==> config.mk <==
export PLATFORM = sky130hd
export DESIGN_NAME = bt656_byte_formatter
export DESIGN_NICKNAME = d
export VERILOG_FILES = /design/src/rtl/bt656f_pkg.sv /design/src/rtl/bt656f_timing.sv /design/src/rtl/bt656f_fieldflags.sv /design/src/rtl/bt656f_bytemux.sv /design/src/rtl/bt656_byte_formatter.sv
export SDC_FILE = /design/constraint.sdc
export NUM_CORES = 1
export LEC_CHECK = 0
export ABC_AREA = 1
export BUFFER_PORTS_ARGS = -buffer_cell sky130_fd_sc_hd__buf_2
export CORE_MARGIN = 10
export CORE_UTILIZATION = 60
export CTS_CLUSTER_SIZE = 10
export DETAILED_ROUTE_END_ITERATION = 10
export PLACE_DENSITY = 0.85
export RECOVER_POWER = 100
export SLEW_MARGIN = 20
export SYNTH_ARGS = -nofsm -noshare
export SYNTH_HDL_FRONTEND = slang
export SYNTH_SLANG_ARGS = --single-unit
==> constraint.sdc <==
create_clock -name clk -period 5.2 [get_ports clk]
set_input_delay 0.52 -clock clk [delete_from_list [all_inputs] [get_ports clk]]
set_output_delay 0.52 -clock clk [all_outputs]
set_load 0.01 [all_outputs]
==> src/rtl/bt656f_pkg.sv <==
package bt656f_pkg;

    localparam int DATA_W   = 8;
    localparam int CODE_LEN = 4;

    localparam logic [DATA_W-1:0] FILL_CHROMA = 8'h80;
    localparam logic [DATA_W-1:0] FILL_LUMA   = 8'h10;
    localparam logic [DATA_W-1:0] CODE_LEAD   = 8'hFF;
    localparam logic [DATA_W-1:0] CODE_PAD    = 8'h00;

    typedef enum logic [1:0] {
        RG_EAV,
        RG_BLANK,
        RG_SAV,
        RG_ACT
    } region_e;

    // classification of one byte slot of the line
    typedef struct packed {
        region_e    rg;
        logic [1:0] sub;   // byte index inside a reference code
        logic       odd;   // odd line position = luma slot
        logic       head;  // position 0
    } slot_t;

    typedef struct packed {
        logic [DATA_W-1:0] data;
        logic              valid;
        logic              head;
    } out_t;

    // keep data bytes away from the reserved code values
    function automatic logic [DATA_W-1:0] clip_sample(input logic [DATA_W-1:0] s);
        if (s == 8'h00) return 8'h01;
        if (s == 8'hFF) return 8'hFE;
        return s;
    endfunction

    // fourth byte of a reference code with its protection bits
    function automatic logic [DATA_W-1:0] xy_word(input logic f, input logic v, input logic h);
        return {1'b1, f, v, h, v ^ h, f ^ h, f ^ v, f ^ v ^ h};
    endfunction

endpackage

==> src/rtl/bt656f_timing.sv <==
module bt656f_timing
    import bt656f_pkg::*;
#(
    parameter int ACT_BYTES = 1440,
    parameter int LINE_525  = 1716,
    parameter int LINE_625  = 1728,
    parameter int PW        = $clog2(LINE_625 + 1)
) (
    input  logic  clk,
    input  logic  rst,
    input  logic  sel_625,
    output slot_t slot
);

    localparam logic [PW-1:0] LAST_525  = PW'(LINE_525 - 1);
    localparam logic [PW-1:0] LAST_625  = PW'(LINE_625 - 1);
    localparam logic [PW-1:0] START_525 = PW'(LINE_525 - ACT_BYTES);
    localparam logic [PW-1:0] START_625 = PW'(LINE_625 - ACT_BYTES);
    localparam logic [PW-1:0] CODE_SPAN = PW'(CODE_LEN);

    logic [PW-1:0] hpos;
    logic          len_q;
    logic          at_head;
    logic          use_625;
    logic [PW-1:0] last_pos;
    logic [PW-1:0] act_start;
    logic [PW-1:0] sav_start;
    logic [PW-1:0] sav_off;

    assign at_head   = (hpos == '0);
    assign use_625   = at_head ? sel_625 : len_q;
    assign last_pos  = use_625 ? LAST_625 : LAST_525;
    assign act_start = use_625 ? START_625 : START_525;
    assign sav_start = act_start - CODE_SPAN;
    assign sav_off   = hpos - sav_start;

    always_ff @(posedge clk) begin
        if (rst) begin
            hpos  <= '0;
            len_q <= 1'b0;
        end else begin
            if (at_head) len_q <= sel_625;
            hpos <= (hpos == last_pos) ? '0 : hpos + 1'b1;
        end
    end

    always_comb begin
        slot.odd  = hpos[0];
        slot.head = at_head;
        slot.sub  = 2'b00;
        if (hpos < CODE_SPAN) begin
            slot.rg  = RG_EAV;
            slot.sub = hpos[1:0];
        end else if (hpos >= act_start) begin
            slot.rg  = RG_ACT;
        end else if (hpos >= sav_start) begin
            slot.rg  = RG_SAV;
            slot.sub = sav_off[1:0];
        end else begin
            slot.rg  = RG_BLANK;
        end
    end

endmodule

==> src/rtl/bt656f_fieldflags.sv <==
module bt656f_fieldflags (
    input  logic clk,
    input  logic rst,
    input  logic head,
    input  logic vvalid_in,
    input  logic field_in,
    output logic v_bit,
    output logic f_bit
);

    logic vvalid_q;
    logic field_q;

    always_ff @(posedge clk) begin
        if (rst) begin
            vvalid_q <= 1'b0;
            field_q  <= 1'b0;
        end else if (head) begin
            vvalid_q <= vvalid_in;
            field_q  <= field_in;
        end
    end

    // position 0 uses the live flags, the rest of the line the held ones
    assign v_bit = head ? ~vvalid_in : ~vvalid_q;
    assign f_bit = head ? field_in : field_q;

endmodule

==> src/rtl/bt656f_bytemux.sv <==
module bt656f_bytemux
    import bt656f_pkg::*;
(
    input  logic              clk,
    input  logic              rst,
    input  slot_t             slot,
    input  logic              embed_en,
    input  logic              luma_pass,
    input  logic              v_bit,
    input  logic              f_bit,
    input  logic [DATA_W-1:0] luma_in,
    input  logic [DATA_W-1:0] chroma_in,
    output out_t              out_q
);

    out_t nxt;
    logic code_slot;

    assign code_slot = (slot.rg == RG_EAV) || (slot.rg == RG_SAV);

    always_comb begin
        nxt.data  = FILL_CHROMA;
        nxt.valid = 1'b0;
        nxt.head  = slot.head;
        if (code_slot && embed_en) begin
            case (slot.sub)
                2'd0:    nxt.data = CODE_LEAD;
                2'd3:    nxt.data = xy_word(f_bit, v_bit, slot.rg == RG_EAV);
                default: nxt.data = CODE_PAD;
            endcase
        end else if (slot.rg == RG_ACT && !v_bit) begin
            nxt.data  = slot.odd ? clip_sample(luma_in) : clip_sample(chroma_in);
            nxt.valid = 1'b1;
        end else if (slot.odd) begin
            nxt.data  = luma_pass ? clip_sample(luma_in) : FILL_LUMA;
        end
    end

    always_ff @(posedge clk) begin
        if (rst) begin
            out_q <= '0;
        end else begin
            out_q <= nxt;
        end
    end

endmodule

==> src/rtl/bt656_byte_formatter.sv <==
module bt656_byte_formatter
    import bt656f_pkg::*;
#(
    parameter int ACT_BYTES = 1440,
    parameter int LINE_525  = 1716,
    parameter int LINE_625  = 1728
) (
    input  logic              clk,
    input  logic              rst,
    input  logic              embed_en,
    input  logic              luma_pass,
    input  logic              sel_625,
    input  logic              vvalid_in,
    input  logic              field_in,
    input  logic [DATA_W-1:0] luma_in,
    input  logic [DATA_W-1:0] chroma_in,
    output logic [DATA_W-1:0] byte_o,
    output logic              pix_valid,
    output logic              line_head
);

    slot_t slot;
    logic  v_bit;
    logic  f_bit;
    out_t  out_q;

    bt656f_timing #(
        .ACT_BYTES (ACT_BYTES),
        .LINE_525  (LINE_525),
        .LINE_625  (LINE_625)
    ) u_timing (
        .clk     (clk),
        .rst     (rst),
        .sel_625 (sel_625),
        .slot    (slot)
    );

    bt656f_fieldflags u_flags (
        .clk       (clk),
        .rst       (rst),
        .head      (slot.head),
        .vvalid_in (vvalid_in),
        .field_in  (field_in),
        .v_bit     (v_bit),
        .f_bit     (f_bit)
    );

    bt656f_bytemux u_mux (
        .clk       (clk),
        .rst       (rst),
        .slot      (slot),
        .embed_en  (embed_en),
        .luma_pass (luma_pass),
        .v_bit     (v_bit),
        .f_bit     (f_bit),
        .luma_in   (luma_in),
        .chroma_in (chroma_in),
        .out_q     (out_q)
    );

    assign byte_o    = out_q.data;
    assign pix_valid = out_q.valid;
    assign line_head = out_q.head;

endmodule

==> results of run 1 <==
## per-layer routing
metal / up-vias / wire length (microns) / global-route usage, %
met2: 66 / 1980 / 26.1
met1: 823 / 2150 / 22.5
met5: - / 0 / 0
li1: 1026 / - / -
met4: 0 / 23 / 1.89
met3: 4 / 311 / 2.10
## final cells by class
class / count / area (sq um)
Multi-Input combinational cell: 226 / 1080
Fill cell: 285 / 825
Sequential cell: 24 / 480
Inverter: 45 / 169
Timing Repair Buffer: 34 / 159
Tap cell: 31 / 38.8
Clock inverter: 1 / 30.0
Clock buffer: 3 / 22.5
## final timing paths
kind	start	end
worst max register to register	u_timing.hpos[0]$_SDFF_PP0_	u_mux.out_q[4]$_SDFF_PP0_
worst min register to register	u_timing.hpos[2]$_SDFF_PP0_	u_timing.hpos[2]$_SDFF_PP0_
worst max-delay path	u_timing.hpos[0]$_SDFF_PP0_	u_mux.out_q[4]$_SDFF_PP0_
worst min-delay path	embed_en	u_mux.out_q[6]$_SDFF_PP0_
## synthesized netlist by cell type
cell type / instances
nand2_1: 87
inv_1: 39
nand3_1: 28
nor2_1: 26
a21oi_1: 24
dfxtp_1: 24
o21ai_0: 13
nor3_1: 10
ha_1: 7
nand4_1: 5
nor2_2: 4
nor2_4: 4
clkinv_1: 3
inv_2: 3
nand2_2: 3
o21ai_1: 3
buf_2: 2
clkbuf_1: 2
nand2_4: 2
or2_2: 2
a311oi_1: 1
a31oi_1: 1
buf_6: 1
nand3_2: 1
nand3b_1: 1
o211ai_1: 1
o21bai_1: 1
o31ai_1: 1
xor2_1: 1
## kinds of logic (layout without fill, tap and decap cells)
group                      count (synthesis)  in the layout  share of synthesized area [%]
and+or+nand+nor                          173            173                           43.7
buffers and inverters                     50             83                           11.0
AOI/OAI and AO/OA                         45             45                           13.2
DFF                                       24             24                           26.7
adders and majority gates                  7              7                           4.87
xor gates and xnor gates                   1              1                          0.487
## worst max-delay path: cells and delay by family (launching register included)
| kind | cells | cell delay (ns) |
|---|---|---|
| and+or+nand+nor | 12 | 1.09 |
| AOI/OAI and AO/OA | 6 | 0.76 |
| adders and majority gates | 3 | 0.83 |
| DFF | 1 | 0.36 |
| buffers and inverters | 4 | 0.43 |
## layout by cell type (no fill, tap or decap), types with 5 or more instances in the layout
master and instances:
a21oi_1 24, buf_2 22, clkbuf_1 11, dfxtp_1 24, ha_1 7, inv_1 40
nand2_1 92, nand3_1 28, nand4_1 5, nor2_1 29, nor3_1 10, o21ai_0 13
## flip-flops by register name, indices dropped and copies added (netlist names)
signal            cells
u_flags.field_q       1
u_flags.vvalid_q      1
u_mux.out_q          10
u_timing.hpos        11
u_timing.len_q        1
## through the flow
stage / area [sq um] / instances
2_1_floorplan: 1800 / 300
3_3_place_gp: 1980 / 360
3_5_place_dp: 1980 / 360
4_1_cts: 2040 / 364
5_1_grt: 1980 / 364
6_report: 1980 / 364
## power by group through the flow
stage          clock network, uW  logic (uW)  registers [uW]
6_report                     140         122             199
2_1_floorplan                  0        88.2             206
3_3_place_gp                   0         128             202
5_1_grt                      148         141             200
3_5_place_dp                   0         131             203
4_1_cts                      142         131             199
==> qor.csv, run 1 <==
metric,value,unit
CP peak stage delay,0.36,ns
RD Place Congestion,0.970,
CTS tree,yes,
layout cell share with drive strength beyond 1,11.1,%
Critical Path AT,3.83,ns
largest net degree at the start of global routing,20,
critical path launch point type,flip-flop,
Int Pwr,316,uW
GR Overflow Total,0,
Seq pwr share,43.1,%
clk buf depth,2,
via density per instance,5.27,
CORE AREA,2810,sq um
drt wl/cell,12.3,microns
final setup violation count,0,
"Clk Latency, worst-skew pair",0.33,ns
Critical Path RT,5.46,ns
DP Worst Slack,1.84,ns
Comb pwr share,26.5,%
cts bufs inserted,3,
Final Cycle Share,68.5,%
final net count,364,
Hold Path Class,primary input to flip-flop,
number of port buffers,32,
Worst-path clk slew,0.15,ns
drt pass-1 iters,4,
hold path cells,3,
Leak,0.000978,uW
Setup TNS,0,ns
Clock Tree Root,clkbuf_4,
# IOs,33,
Area Growth Syn to Fin,10.1,%
worst hold slack,0.499,ns
Antenna Nets Post-Route,0,
Post-route DRC,0,
Setup crit end kind,flip-flop,
post-route minimum period,3.56,ns
path depth of the worst reg2reg path,25,
RSZ-0062 raised after global routing,no,
Pwr Density,233,nW/um^2
via count,1919,
Max Clock Freq,281,MHz
average size of a mapped cell,6.00,sq um
vias in the first global route,1701,
Sink Count,24,
first-pass GRT wire length,7440,microns
die width,74.8,microns
row count,19,
register area share after synthesis,26.7,%
CTS Hold Buffers Added,0,
run status,completed,
DP HPWL,3690,microns
Yosys warning count,0,
initial antenna violation count,0,
CP Max Fanout,9,
antenna diode count,0,
post-cts resize count,0,
die height,74.8,microns
Synth area leader,dfxtp_1,
worst-case clock skew,0.00521,ns
Cells after Synth,300,
syn nets,330,
top-area cell type share of the netlist area,26.7,%
total wire length,4470,microns
starting DRC count in detailed routing,187,
Post-CTS Setup Inserts,0,
H-tree levels,1,
synth unique cells,29,
Yosys reg bits,24,
largest cells by area after synthesis,"dfxtp_1 (27%), nand2_1 (18%), inv_1 (8.1%)",
Pwr Total,461,uW
switching pwr,146,uW
normalized max-slew margin,68.8,%
CP dominant cell by count,nand2_1,
MaxCap Viol Count,0,
peak supply drop,0.141,mV
critical path class,flip-flop to flip-flop,
Clock Power Share,30.4,%
initial core utilization,64.1,%
actual slew at the worst max-slew pin,0.465,ns
"Core Util, Final",70.6,%
setup ws final,1.64,ns
gr usage total,16.0,%
fin. max-slew vios,0,
Sw Ratio,31.6,%
Die Area,5590,sq um
Fin. Hold Viols,0,
slowest stage cell on the critical path,dfxtp_1,
Synth Cell Area,1800,sq um
R2R Setup Slk,1.64,ns
No activity file was read; power rests on OpenSTA's default activity.
==> run 2: changes to the inputs <==
ABC_AREA = 0   (was 1)
CORE_UTILIZATION = 48   (was 60)
PLACE_DENSITY = 0.75   (was 0.85)
clock period = 2.92 ns   (was 5.2 ns; I/O delays follow)
==> run 2 against run 1 <==
The run now ends with negative setup slack left. Count of clock-buffer cells in the layout grew 1. Clock power is 30% higher. Clock skew decreased by 0.0023 ns. Sequential power up 79%. Synthesized area shrank 17%. Critical endpoint unchanged.
==> qor.csv, run 2 <==
metric,value,unit,change
Int Pwr,565,uW,was 316 uW
die width,75.8,microns,was 74.8 microns
final net count,271,,was 364
Compound-Gate Fraction of Synth Area,21.2,%,was 13.2%
number of flip-flops under the largest register name,11,,unchanged
initial antenna violation count,0,,unchanged
Cells after Synth,183,,was 300
starting DRC count in detailed routing,99,,was 187
DP HPWL,3260,microns,was 3690 microns
Hold Path Class,primary input to flip-flop,,unchanged
H-tree levels,1,,unchanged
clk buf depth,2,,unchanged
Seq pwr share,42.8,%,was 43.1%
# IOs,33,,unchanged
CP dominant cell by count,ha_4,,was nand2_1
first-pass GRT wire length,6800,microns,was 7440 microns
initial core utilization,49.4,%,was 64.1%
Critical Path AT,3.94,ns,was 3.83 ns
drt wl/cell,15.6,microns,was 12.3 microns
vias in the first global route,1507,,"was 1,701"
Sw Ratio,32.2,%,was 31.6%
CORE AREA,3030,sq um,was 2810 sq um
largest cells by area after synthesis,"dfxtp_1 (32%), nor2_1 (6.0%), ha_1 (5.9%)",,"was dfxtp_1 (27%), nand2_1 (18%), inv_1 (8.1%)"
final setup violation count,9,,was 0
cell family with most CP delay,compound AO/OA/AOI/OAI gates,,was simple AND/OR/NAND/NOR gates
Max Clock Freq,270,MHz,was 281 MHz
worst-case clock skew,0.00296,ns,was 0.00521 ns
layout cell share with drive strength beyond 1,38.3,%,was 11.1%
Final Cycle Share,127,%,was 68.5%
"commonest cells after routing, fill and taps aside","buf_4 (29), dfxtp_1 (23), nor2_1 (22), buf_2 (22)",,"was nand2_1 (92), inv_1 (40), nor2_1 (29), nand3_1 (28)"
via count,1574,,"was 1,919"
critical path launch point type,flip-flop,,unchanged
row count,20,,was 19
failing checks,negative setup slack,,
slowest stage cell on the critical path,or4b_4,,was dfxtp_1
Critical Path RT,3.15,ns,was 5.46 ns
Comb pwr share,35.4,%,was 26.5%
run status,"complete, but fails checks",,was completed
Bufs and invs on worst path,2,,was 4
Sink Count,24,,unchanged
RD Place Congestion,0.899,,was 0.970
multiplexer area fraction after synthesis,2.76,%,was 0%
Die Area,5750,sq um,was 5590 sq um
ys flop type,dfxtp_1,,unchanged
r2r startpoint,u_timing.hpos[0]$_SDFF_PP0_,,unchanged
syn nets,213,,was 330
Fin. Hold Viols,0,,unchanged
Leak,0.000889,uW,was 0.000978 uW
setup ws final,-0.787,ns,was 1.64 ns
"critical path, cell by cell",inv_4 -> ha_4 -> or4b_4 -> or4_4 -> and2_4 -> ha_4 -> a211o_1 -> a211oi_4 -> a41oi_4 -> a211o_4 -> a21oi_4 -> inv_2 -> ha_4 -> o21ba_2 -> mux2i_1 -> nor2_1,,
Post-route DRC,0,,unchanged
Hold Startpoint,rst,,was embed_en
post-route minimum period,3.71,ns,was 3.56 ns
RSZ-0062 raised after global routing,yes,,was no
fin. max-slew vios,0,,unchanged
R2R Setup Slk,-0.79,ns,was 1.64 ns
Layout Cell Area excl Fill,2120,sq um,was 1980 sq um
Antenna Nets Post-Route,0,,unchanged
Synth area leader,dfxtp_1,,unchanged
gr usage total,15.1,%,was 16.0%
adder-cell area share of the yosys netlist,5.85,%,was 4.87%
Pwr Total,832,uW,was 461 uW
Area Growth Syn to Fin,41.4,%,was 10.1%
die height,75.8,microns,was 74.8 microns
normalized max-slew margin,66.3,%,was 68.8%
Clock Power Share,21.9,%,was 30.4%
asr flop ratio synth,0,%,unchanged
"Clk Latency, worst-skew pair",0.32,ns,was 0.33 ns
worst hold slack,0.260,ns,was 0.499 ns
Area after DPL,1950,sq um,was 1980 sq um
CP Max Fanout,3,,was 9
via density per instance,5.54,,was 5.27
drt pass-1 iters,4,,unchanged
Worst-path clk slew,0.14,ns,was 0.15 ns
CTS tree,yes,,unchanged
commonest cells in the synthesized netlist,"dfxtp_1 (24), nor2_1 (24), a21oi_1 (13)",,"was nand2_1 (87), inv_1 (39), nand3_1 (28)"
number of port buffers,32,,unchanged
register area share after synthesis,32.1,%,was 26.7%
simple-gate share of the synthesized area,23.7,%,was 43.7%
switching pwr,268,uW,was 146 uW
total wire length,4440,microns,was 4470 microns
number of synthesized flops with an enable pin,0,,unchanged
"commonest non-fill, non-tap cell in the layout",buf_4,,was nand2_1
MaxCap Viol Count,0,,unchanged
critical path class,flip-flop to flip-flop,,unchanged
Yosys warning count,0,,unchanged
CP peak stage delay,0.47,ns,was 0.36 ns
XOR/XNOR Fraction of Synth Area,8.19,%,was 0.487%
Synth Cell Area,1500,sq um,was 1800 sq um
peak supply drop,0.198,mV,was 0.141 mV
average size of a mapped cell,8.18,sq um,was 6.00 sq um
biggest regs,"u_timing.hpos: 11 flops, u_mux.out_q: 10 flops",,unchanged
CTS Hold Buffers Added,0,,unchanged
cts bufs inserted,3,,unchanged
Crit. Startpoint,u_timing.hpos[0]$_SDFF_PP0_,,unchanged
Clock Tree Root,clkbuf_4,,unchanged
top-area cell type share of the netlist area,32.1,%,was 26.7%
actual slew at the worst max-slew pin,0.491,ns,was 0.465 ns
Pwr Density,393,nW/um^2,was 233 nW/um^2
largest net degree at the start of global routing,14,,was 20
Setup crit end kind,flip-flop,,unchanged
GR Overflow Total,0,,unchanged
main combinational cell family by area after synthesis,simple AND/OR/NAND/NOR gates,,unchanged
Yosys reg bits,24,,unchanged
fillers,243,,was 285
Largest Register,u_timing.hpos,,unchanged
antenna diode count,0,,unchanged
synth unique cells,43,,was 29
## run 2: routing by layer
layer,share of wire (%),global-route usage (%),vias to the layer above
li1,-,-,766
met1,43,18.7,734
met2,47,24.8,68
met3,8.8,4.69,6
met4,0.81,3.51,0
met5,0,0,-
## run 2: kinds of logic (layout without fill, tap and decap cells)
logic type / after synthesis / after routing
adder cells (fa/ha/maj): 7 / 7
buffers and inverters: 20 / 77
AO/OA/AOI/OAI: 44 / 44
AND/OR/NAND/NOR: 70 / 70
XOR/XNOR: 14 / 14
flip-flops: 24 / 24
multiplexers: 4 / 4
## run 2: path summary, 6_finish.rpt
check / to / cells past startpoint
worst max-delay path: u_mux.out_q[4]$_SDFF_PP0_ / 16
worst min-delay path: u_flags.field_q$_SDFF_PP0_ / 2
worst max register to register: u_mux.out_q[4]$_SDFF_PP0_ / 16
worst min register to register: u_timing.hpos[0]$_SDFF_PP0_ / 2
## run 2: what timing repair did
item | 4_1_cts | 5_1_grt
setup endpoints to repair | 9 | 9
resized for setup | 11 | 15
setup buffers | 0 | 1
pin swaps | 5 | 5
## run 2: cell type report
cell class / count / area (sq um) / share of cell area [%]
tap: 44 / 55.1 / 2.60
inverter: 10 / 40.0 / 1.89
multi-input combinational: 139 / 1100 / 52.2
clock buffer: 4 / 36.3 / 1.71
sequential: 24 / 484 / 22.9
timing repair buffer: 63 / 397 / 18.7
## run 2: power by group through the flow
stage | combinational, uW | clock, uW | sequential [uW]
2_1_floorplan | 136 | 0 | 371
3_3_place_gp | 241 | 0 | 362
3_5_place_dp | 248 | 0 | 363
4_1_cts | 262 | 184 | 355
5_1_grt | 322 | 197 | 358
6_report | 294 | 182 | 356
## run 2: through the flow
stage	TNS, ns	instances	setup WS (ns)	util, %
finish	-6.51	284	-0.787	69.9
global route	-7.71	284	-0.932	69.9
CTS	-6.52	283	-0.789	67.2
detailed placement	-6.91	279	-0.836	64.3
global placement	-5.96	279	-0.717	64.3
floorplan	-6.02	183	-0.815	-
==> run 3: changes to the inputs <==
ABC_AREA = 1   (was 0)
CORE_UTILIZATION = 50   (was 48)
PLACE_DENSITY = 0.76   (was 0.75)
==> run 3 against run 2 <==
The run now ends clean. Die area increased by 11%. First-iteration DRC count increased by 63%. Wire length increased by 14%. Clock skew about the same. Critical path depth increased by 8. Cell count increased by 40%. Sequential power about the same. Worst setup slack improved by 0.87 ns.
==> qor.csv, run 3 (synthesis gave the netlist of run 1 again) <==
metric,value,unit,change
Pwr Total,824,uW,was 832 uW
switching pwr,279,uW,was 268 uW
starting DRC count in detailed routing,161,,was 99
CTS tree,yes,,unchanged
gr usage total,15.1,%,about the same
Worst-path clk slew,0.13,ns,was 0.14 ns
# IOs,33,,unchanged
fin. max-slew vios,0,,unchanged
number of flip-flops under the largest register name,11,,unchanged
normalized max-slew margin,73.6,%,was 66.3%
DP HPWL,3780,microns,was 3260 microns
Largest Register,u_timing.hpos,,unchanged
total wire length,5040,microns,was 4440 microns
Pwr Density,358,nW/um^2,was 393 nW/um^2
run status,completed,,"was complete, but fails checks"
worst-case clock skew,0.00258,ns,was 0.00296 ns
Sink Count,24,,unchanged
Critical Path AT,3.10,ns,was 3.94 ns
biggest regs,"u_timing.hpos: 11 flops, u_mux.out_q: 10 flops",,unchanged
vias in the first global route,1909,,"was 1,507"
Fin. Hold Viols,0,,unchanged
CORE AREA,3420,sq um,was 3030 sq um
die height,80.0,microns,was 75.8 microns
critical path launch point type,flip-flop,,unchanged
R2R Setup Slk,0.08,ns,was -0.79 ns
via density per instance,5.20,,was 5.54
CP dominant cell by count,nand2_2,,was ha_4
Int Pwr,545,uW,was 565 uW
Area Growth Syn to Fin,27.8,%,was 41.4%
via count,2074,,"was 1,574"
CP Max Fanout,6,,was 3
post-route minimum period,2.84,ns,was 3.71 ns
number of port buffers,32,,unchanged
row count,21,,was 20
"Clk Latency, worst-skew pair",0.31,ns,was 0.32 ns
CTS Hold Buffers Added,0,,unchanged
Die Area,6400,sq um,was 5750 sq um
final net count,384,,was 271
Critical Path RT,3.17,ns,was 3.15 ns
first-pass GRT wire length,8180,microns,was 6800 microns
Setup crit end kind,flip-flop,,unchanged
CP peak stage delay,0.37,ns,was 0.47 ns
critical path class,flip-flop to flip-flop,,unchanged
antenna diode count,0,,unchanged
Comb pwr share,35.9,%,was 35.4%
"commonest non-fill, non-tap cell in the layout",nand2_1,,was buf_4
path depth of the worst reg2reg path,24,,was 16
"critical path, cell by cell",nor2_4 -> inv_2 -> nor2_4 -> nand2_2 -> nand2_2 -> nand2_2 -> inv_2 -> ha_4 -> a21oi_1 -> o21ai_1 -> a21oi_1 -> nand3b_1 -> inv_2 -> nand2_2 -> nand2_4 -> nand2_2 -> inv_2 -> ha_4 -> nand2_2 -> nand2_2 -> o21ai_2 -> a21oi_2 -> nand3_1 -> a21oi_1,,was inv_4 -> ha_4 -> or4b_4 -> or4_4 -> and2_4 -> ha_4 -> a211o_1 -> a211oi_4 -> a41oi_4 -> a211o_4 -> a21oi_4 -> inv_2 -> ha_4 -> o21ba_2 -> mux2i_1 -> nor2_1
RSZ-0062 raised after global routing,yes,,unchanged
largest net degree at the start of global routing,20,,was 14
slowest stage cell on the critical path,dfxtp_2,,was or4b_4
peak supply drop,0.247,mV,was 0.198 mV
Leak,0.00109,uW,was 0.000889 uW
Post-route DRC,0,,unchanged
Sw Ratio,33.8,%,was 32.2%
DP Worst Slack,-0.0489,ns,was -0.836 ns
Clock Power Share,21.3,%,was 21.9%
setup ws final,0.0787,ns,was -0.787 ns
Max Clock Freq,352,MHz,was 270 MHz
Final Cycle Share,97.3,%,was 127%
layout cell share with drive strength beyond 1,27.8,%,was 38.3%
Hold Path Class,primary input to flip-flop,,unchanged
H-tree levels,1,,unchanged
actual slew at the worst max-slew pin,0.394,ns,was 0.491 ns
r2r startpoint,u_timing.hpos[9]$_SDFF_PP0_,,was u_timing.hpos[0]$_SDFF_PP0_
Crit. Startpoint,u_timing.hpos[9]$_SDFF_PP0_,,was u_timing.hpos[0]$_SDFF_PP0_
Clock Tree Root,clkbuf_4,,unchanged
drt pass-1 iters,4,,unchanged
Worst setup endpoint,u_mux.out_q[4]$_SDFF_PP0_,,unchanged
Antenna Nets Post-Route,0,,unchanged
cts bufs inserted,3,,unchanged
drt wl/cell,12.6,microns,was 15.6 microns
MaxCap Viol Count,0,,unchanged
Seq pwr share,42.8,%,about the same
"commonest cells after routing, fill and taps aside","nand2_1 (77), inv_1 (35), nand3_1 (28), nor2_1 (25)",,"was buf_4 (29), dfxtp_1 (23), nor2_1 (22), buf_2 (22)"
final setup violation count,0,,was 9
die width,80.0,microns,was 75.8 microns
clk buf depth,2,,unchanged
initial antenna violation count,0,,unchanged
r2r endpoint,u_mux.out_q[4]$_SDFF_PP0_,,unchanged
GR Overflow Total,0,,unchanged
RD Place Congestion,0.921,,was 0.899
initial core utilization,52.7,%,was 49.4%
## run 3: worst min-delay path by stage
stage,cells after the start,slack (ns),to,start
6_report,2,0.30,u_mux.out_q[2]$_SDFF_PP0_,rst
5_1_grt,2,0.28,u_timing.len_q$_SDFF_PP0_,rst
4_1_cts,2,0.28,u_mux.out_q[0]$_SDFF_PP0_,rst
3_5_place_dp,2,0.52,u_timing.hpos[10]$_SDFF_PP0_,u_timing.hpos[10]$_SDFF_PP0_
3_3_place_gp,2,0.51,u_timing.hpos[10]$_SDFF_PP0_,u_timing.hpos[10]$_SDFF_PP0_
2_1_floorplan,3,0.45,u_mux.out_q[3]$_SDFF_PP0_,rst
## run 3: metal layers
layer / vias up / GRT usage [%] / wire, microns
met5: - / 0 / 0
met4: 0 / 3.70 / 45
met3: 6 / 2.82 / 318
met2: 74 / 24.7 / 2390
met1: 926 / 19.6 / 2290
li1: 1068 / - / -
## run 3: cell type report
type | count | area [sq um]
Clock buffer | 4 | 36.3
Fill cell | 347 | 1120
Inverter | 45 | 176
Multi-Input combinational cell | 226 | 1230
Sequential cell | 24 | 490
Tap cell | 46 | 57.6
Timing Repair Buffer | 54 | 313
## run 3: worst max-delay path, delay by kind of cell, from the launching register on
family / cells / cell delay [ns]
adder cells (fa/ha/maj): 2 / 0.37
AND/OR/NAND/NOR: 12 / 1.09
AO/OA/AOI/OAI: 6 / 0.67
flip-flops: 1 / 0.37
buffers and inverters: 4 / 0.30
## run 3: per-stage QoR
step                utilization (%)  instance area [sq um]  instances  hold slack (ns)  setup TNS (ns)
floorplan                         -                   1820        300            0.448               0
global placement               61.8                   2110        387            0.514               0
detailed placement             61.8                   2110        387            0.523         -0.0489
CTS                            63.7                   2170        392            0.280               0
global route                   67.3                   2300        399            0.282          -0.830
finish                         67.3                   2300        399            0.295               0
## run 3: timing repair
item                       CTS  global route
setup endpoints to repair    5             8
resized for setup           12            26
gates cloned                 0             0
buffers inserted             1             7
pin swaps                    7            18
## run 3: power groups by stage
stage	Combinational (uW)	Sequential [uW]	Clock [uW]
2_1_floorplan	164	367	0
3_3_place_gp	250	361	0
3_5_place_dp	253	361	0
4_1_cts	260	352	183
5_1_grt	332	355	196
6_report	296	353	175
